**config.mk**
```make
export PLATFORM = sky130hd
export DESIGN_NAME = modem_ctrl
export DESIGN_NICKNAME = d
export VERILOG_FILES = /design/src/rtl/modem_pkg.sv /design/src/rtl/mcr_reg.sv /design/src/rtl/loop_route.sv /design/src/rtl/irq_gate.sv /design/src/rtl/modem_ctrl.sv
export SDC_FILE = /design/constraint.sdc
export NUM_CORES = 1
export LEC_CHECK = 0
export BUFFER_PORTS_ARGS = -buffer_cell sky130_fd_sc_hd__buf_2
export CAP_MARGIN = 25
export CORE_AREA = 10 10 47 49
export DETAILED_ROUTE_END_ITERATION = 10
export DIE_AREA = 0 0 57 59
export SLEW_MARGIN = 20
export SYNTH_ARGS = -nofsm -noshare
export SYNTH_HDL_FRONTEND = slang
export SYNTH_SLANG_ARGS = --single-unit
```
**constraint.sdc**
```tcl
create_clock -name clk_i -period 1.28 [get_ports clk_i]
set_input_delay 0.384 -clock clk_i [delete_from_list [all_inputs] [get_ports clk_i]]
set_output_delay 0.384 -clock clk_i [all_outputs]
set_load 0.005 [all_outputs]
```
**src/rtl/modem_pkg.sv**
```systemverilog
package modem_pkg;
  localparam int unsigned DATA_W = 8;
  localparam int unsigned MCR_W  = 5;

  // bit order is the register layout
  typedef struct packed {
    logic loop;
    logic out2;
    logic out1;
    logic rts;
    logic dtr;
  } mcr_t;
endpackage

```
**src/rtl/mcr_reg.sv**
```systemverilog
module mcr_reg
  import modem_pkg::*;
#(
  parameter int unsigned DW = DATA_W
) (
  input  logic          clk_i,
  input  logic          rst_ni,
  input  logic          wr_en_i,
  input  logic [DW-1:0] wr_data_i,
  output mcr_t          mcr_o,
  output logic [DW-1:0] rd_data_o
);
  localparam int unsigned PAD_W = DW - MCR_W;

  mcr_t mcr_q;

  always_ff @(posedge clk_i or negedge rst_ni) begin
    if (!rst_ni)      mcr_q <= '0;
    else if (wr_en_i) mcr_q <= mcr_t'(wr_data_i[MCR_W-1:0]);
  end

  assign mcr_o     = mcr_q;
  assign rd_data_o = {{PAD_W{1'b0}}, mcr_q};

  a_r2_write_stores: assert property (@(posedge clk_i) disable iff (!rst_ni)
    wr_en_i |=> rd_data_o == {{PAD_W{1'b0}}, $past(wr_data_i[MCR_W-1:0])});
  a_r2_hold: assert property (@(posedge clk_i) disable iff (!rst_ni)
    !wr_en_i |=> $stable(rd_data_o));
endmodule

```
**src/rtl/loop_route.sv**
```systemverilog
module loop_route
  import modem_pkg::*;
(
  input  logic clk_i,
  input  logic rst_ni,
  input  mcr_t mcr_i,
  input  logic tx_i,
  output logic sout_o,
  input  logic sin_i,
  output logic rx_o,
  input  logic cts_ni,
  input  logic dsr_ni,
  input  logic dcd_ni,
  input  logic ri_ni,
  output logic cts_o,
  output logic dsr_o,
  output logic dcd_o,
  output logic ri_o,
  output logic dtr_no,
  output logic rts_no,
  output logic out1_no,
  output logic out2_no
);
  always_comb begin
    if (mcr_i.loop) begin
      sout_o  = 1'b1;
      dtr_no  = 1'b1;
      rts_no  = 1'b1;
      out1_no = 1'b1;
      out2_no = 1'b1;
      rx_o    = tx_i;
      // outputs cross onto status lines
      dsr_o   = mcr_i.dtr;
      cts_o   = mcr_i.rts;
      ri_o    = mcr_i.out1;
      dcd_o   = mcr_i.out2;
    end else begin
      sout_o  = tx_i;
      dtr_no  = ~mcr_i.dtr;
      rts_no  = ~mcr_i.rts;
      out1_no = ~mcr_i.out1;
      out2_no = ~mcr_i.out2;
      rx_o    = sin_i;
      dsr_o   = ~dsr_ni;
      cts_o   = ~cts_ni;
      ri_o    = ~ri_ni;
      dcd_o   = ~dcd_ni;
    end
  end

  a_r6_pins_idle: assert property (@(posedge clk_i) disable iff (!rst_ni)
    mcr_i.loop |-> (sout_o && dtr_no && rts_no && out1_no && out2_no));
  a_r7_rx_loop: assert property (@(posedge clk_i) disable iff (!rst_ni)
    mcr_i.loop |-> rx_o == tx_i);
  a_r7_status_cross: assert property (@(posedge clk_i) disable iff (!rst_ni)
    mcr_i.loop |-> (dsr_o == mcr_i.dtr && cts_o == mcr_i.rts &&
                    ri_o == mcr_i.out1 && dcd_o == mcr_i.out2));
  a_r5_pins_through: assert property (@(posedge clk_i) disable iff (!rst_ni)
    !mcr_i.loop |-> (sout_o == tx_i && rx_o == sin_i && cts_o != cts_ni));
endmodule

```
**src/rtl/irq_gate.sv**
```systemverilog
module irq_gate (
  input  logic clk_i,
  input  logic rst_ni,
  input  logic intel_mode_i,
  input  logic int_sel_ni,
  input  logic out2_i,
  input  logic irq_req_i,
  output logic irq_oe_o,
  output logic irq_o
);
  logic gated;
  assign gated    = intel_mode_i & ~int_sel_ni;
  assign irq_oe_o = ~gated | out2_i;
  assign irq_o    = irq_oe_o & irq_req_i;

  a_r8_gated_off: assert property (@(posedge clk_i) disable iff (!rst_ni)
    (intel_mode_i && !int_sel_ni && !out2_i) |-> !irq_oe_o);
  a_r9_always_on: assert property (@(posedge clk_i) disable iff (!rst_ni)
    (!intel_mode_i || int_sel_ni) |-> irq_oe_o);
  a_r10_no_float_drive: assert property (@(posedge clk_i) disable iff (!rst_ni)
    irq_o |-> (irq_oe_o && irq_req_i));
endmodule

```
**src/rtl/modem_ctrl.sv**
```systemverilog
module modem_ctrl
  import modem_pkg::*;
#(
  parameter int unsigned DW = DATA_W
) (
  input  logic          clk_i,
  input  logic          rst_ni,
  input  logic          wr_en_i,
  input  logic [DW-1:0] wr_data_i,
  output logic [DW-1:0] rd_data_o,
  input  logic          intel_mode_i,
  input  logic          int_sel_ni,
  input  logic          irq_req_i,
  output logic          irq_oe_o,
  output logic          irq_o,
  input  logic          tx_i,
  output logic          sout_o,
  input  logic          sin_i,
  output logic          rx_o,
  input  logic          cts_ni,
  input  logic          dsr_ni,
  input  logic          dcd_ni,
  input  logic          ri_ni,
  output logic          cts_o,
  output logic          dsr_o,
  output logic          dcd_o,
  output logic          ri_o,
  output logic          dtr_no,
  output logic          rts_no,
  output logic          out1_no,
  output logic          out2_no
);
  mcr_t mcr;

  mcr_reg #(.DW(DW)) u_reg (
    .clk_i, .rst_ni, .wr_en_i, .wr_data_i,
    .mcr_o(mcr), .rd_data_o
  );

  loop_route u_route (
    .clk_i, .rst_ni, .mcr_i(mcr),
    .tx_i, .sout_o, .sin_i, .rx_o,
    .cts_ni, .dsr_ni, .dcd_ni, .ri_ni,
    .cts_o, .dsr_o, .dcd_o, .ri_o,
    .dtr_no, .rts_no, .out1_no, .out2_no
  );

  irq_gate u_irq (
    .clk_i, .rst_ni, .intel_mode_i, .int_sel_ni,
    .out2_i(mcr.out2), .irq_req_i, .irq_oe_o, .irq_o
  );

  a_r1_reset_idle: assert property (@(posedge clk_i)
    $rose(rst_ni) |-> (rd_data_o == '0 && dtr_no && rts_no));
endmodule

```
==> results.md <==
* Status: finished, violations left
* Violated checks: setup timing
* Critical Path AT at 1.08 ns
* Layout fillers at ~170
* I/O pin cnt at 40
* Total CTS buffers at 3
* CTS tree: yes
* Drt drc at 0
* Tcrit/Tclk final at 115%
* Post-synthesis cell type count at 14
* Vias/cell at 3.94
* Final min period at 1.47 ns
* Worst r2r path cells at 3
* Clock skew at 0 ns
* Skew-Pair Late Insertion Delay at approximately 0.24 ns
* ANT nets after route at 0
* Leakage power at 0.000318 uW
* Cell row count at 14
* Drt pass-1 iters at 2
* Number of global-route vias before repair at 361
* F_max at 681 MHz
* Hpwl dp at around 1000 um
* H-tree depth at 1
* Flop2flop setup slack at 0.19 ns
* Crit start category: register
* RR Endpoint: u_reg.mcr_o[4]
* Total placed cells including tap cells at 84
* Post-route insts no fill at 90
* Initial core utilization at around 25%
* Worst vdd ir at 0.416 mV
* Area leader, netlist: dfrtp_1
* Largest net degree at the start of global routing at 9
* Num Clock Sinks at 5
* Yosys warns at 0
* Power Density at 972 nW/um^2
* Post-route setup slack at -0.189 ns
* Fraction of layout cells with a size suffix above 1 at 60.8%
* Antenna violations before repair at 0
* Core Util, Final at 40.6%
* Post-synth top area share at a little over a third
* FF-to-FF Start: u_reg.mcr_o[4]
* Nets at 95
* Max FFs per register at 5
* HP Class: input pin to register
* Post-synthesis cell area at 345 um^2
* RSZ-0062 raised after global routing: true
* CP Class: register to primary output
* Die area at 3360 um^2
* Max-slew violations at 0
* Post-Syn Instances at 37
* WL/cell at 12.6 um
* Max Cap Viol at 0
* Int Power at around 400 uW
* Crit path to: rx_o
* Final hold vios at 0
* Logic gate share of total power at 32.8%
* Area after DPL at 500 um^2
* Grt total ovfl at 0
* Final GP Congestion at 0.690
* Critical path endpoint category: primary output
* Data required, critical path at about 0.9 ns
* Top post-synthesis cells by area: dfrtp_1, mux2i_1, buf_4
* CP max stage delay at 0.42 ns
* Die span in x at 57 um
* Sequential share of the synthesized area at 36.2%
* Global-route wire length before repair at 1.66 mm
* Initial drt markers at 3
* Psw at between 150 and 200 uW
* Post-synth top cells: dfrtp_1, nand2_1, buf_4, nand2b_1, o21ai_0
* Root Driver: clkbuf_4
* Final Cell Area at 569 um^2
* # diodes at 0
* Yosys reg bits at 5
* Number of port buffers at 33
* Crit-path cells: mux2_4 > buf_6
* Clock buffer depth at 2
* Syn_area_per_cell at 9.33 um^2
* Die Height at 59 um
* Area growth syn-to-layout at 64.9%
* Clock transition at path regs at 0.04 ns
* Routed vias at 355
* Worst Path Max Fanout at 4
* Synth Flop Type: dfrtp_1
* WL final at 1.14 mm
* Final setup fails at 13
* GR Util All Layers at 6.59%
* Post-synth EDFFs at 0
* Async SR Flop Fraction at 100%
* Clock power frac at 32.7%
* Sequential share of power at about 34%
* Crit path launch: u_reg.mcr_o[4]
* Sw frac at between 20% and 30%
* Crit-path slowest cell: dfrtp_2
* Core area at 1400 um^2
[worst max-delay path: cells and delay by family (launching register included)]
family   cells  cell delay [ns]
buf+inv      1             0.11
flops        1             0.42
mux          1             0.31
[routing by layer]
metal,global-route usage [%],vias to the layer above,part of all wire (%)
li1,-,183,-
met5,0,-,0
met1,4.92,152,31
met4,7.05,0,2.5
met2,11.3,18,57
met3,3.65,2,9.4
[placed cells by master, fill, tap and decap left out]
| cell type | instances |
|---|---|
| nor2_2 | 1 |
| a21boi_1 | 1 |
| buf_6 | 3 |
| dlygate4sd3_1 | 1 |
| clkbuf_1 | 1 |
| dfrtp_1 | 3 |
| inv_1 | 3 |
| nand2_1 | 5 |
| mux2_4 | 3 |
| or2_1 | 1 |
| buf_2 | 31 |
| conb_1 | 3 |
| clkbuf_4 | 3 |
| buf_4 | 2 |
| nand2b_1 | 4 |
| mux2i_1 | 3 |
| dfrtp_2 | 2 |
| o21ai_0 | 4 |
[how the worst min path moves through the flow]
stage	from	to	slack (ns)	depth (start not counted)
floorplan	rst_ni	u_reg.mcr_o[0]	0.09	0
global placement	rst_ni	u_reg.mcr_o[3]	0.20	1
detailed placement	rst_ni	u_reg.mcr_o[0]	0.20	1
CTS	wr_data_i[2]	u_reg.mcr_o[2]	0.34	3
global route	wr_data_i[2]	u_reg.mcr_o[2]	0.36	3
finish	wr_data_i[2]	u_reg.mcr_o[2]	0.35	3
[cell families after synthesis]
kind of cell	synth area share, %
muxes	20.7
and+or+nand+nor	15.6
AOI/OAI and AO/OA	7.97
DFF	36.2
buffers and inverters	18.5
other	1.09
[stage by stage]
stage | hold WS [ns] | setup slack [ns] | power, uW | setup TNS (ns)
floorplan | 0.0884 | 0.120 | 277 | 0
global placement | 0.197 | 0.0420 | 351 | 0
detailed placement | 0.201 | 0.0120 | 356 | 0
CTS | 0.342 | -0.227 | 563 | -2.28
global route | 0.364 | -0.241 | 590 | -2.45
finish | 0.348 | -0.189 | 553 | -1.88
[power by group through the flow]
| stage | registers (uW) | clock network, uW | logic (uW) |
|---|---|---|---|
| final | 191 | 181 | 182 |
| after CTS | 190 | 187 | 186 |
| after global routing | 193 | 197 | 201 |
| after global placement | 189 | 0 | 162 |
| after floorplan | 190 | 0 | 87.8 |
| after detailed placement | 191 | 0 | 165 |
[timing repair]
item | 4_1_cts | 5_1_grt
pin swaps | 3 | 1
endpoints found under the setup margin | 13 | 13
endpoints found under the hold margin | 5 | 0
hold buffers | 1 | 0
setup buffers | 1 | 0
gates resized for setup | 5 | 2
[cell type report]
class                           count  area [um^2]  share of cell area [%]
Clock buffer                        4         26.3                    4.62
Inverter                            3         11.3                    1.98
Multi-Input combinational cell     25          170                    29.9
Sequential cell                     5          128                    22.4
Tap cell                           16         20.0                    3.52
Timing Repair Buffer               37          214                    37.6
Power figures use the tool's default switching activity.
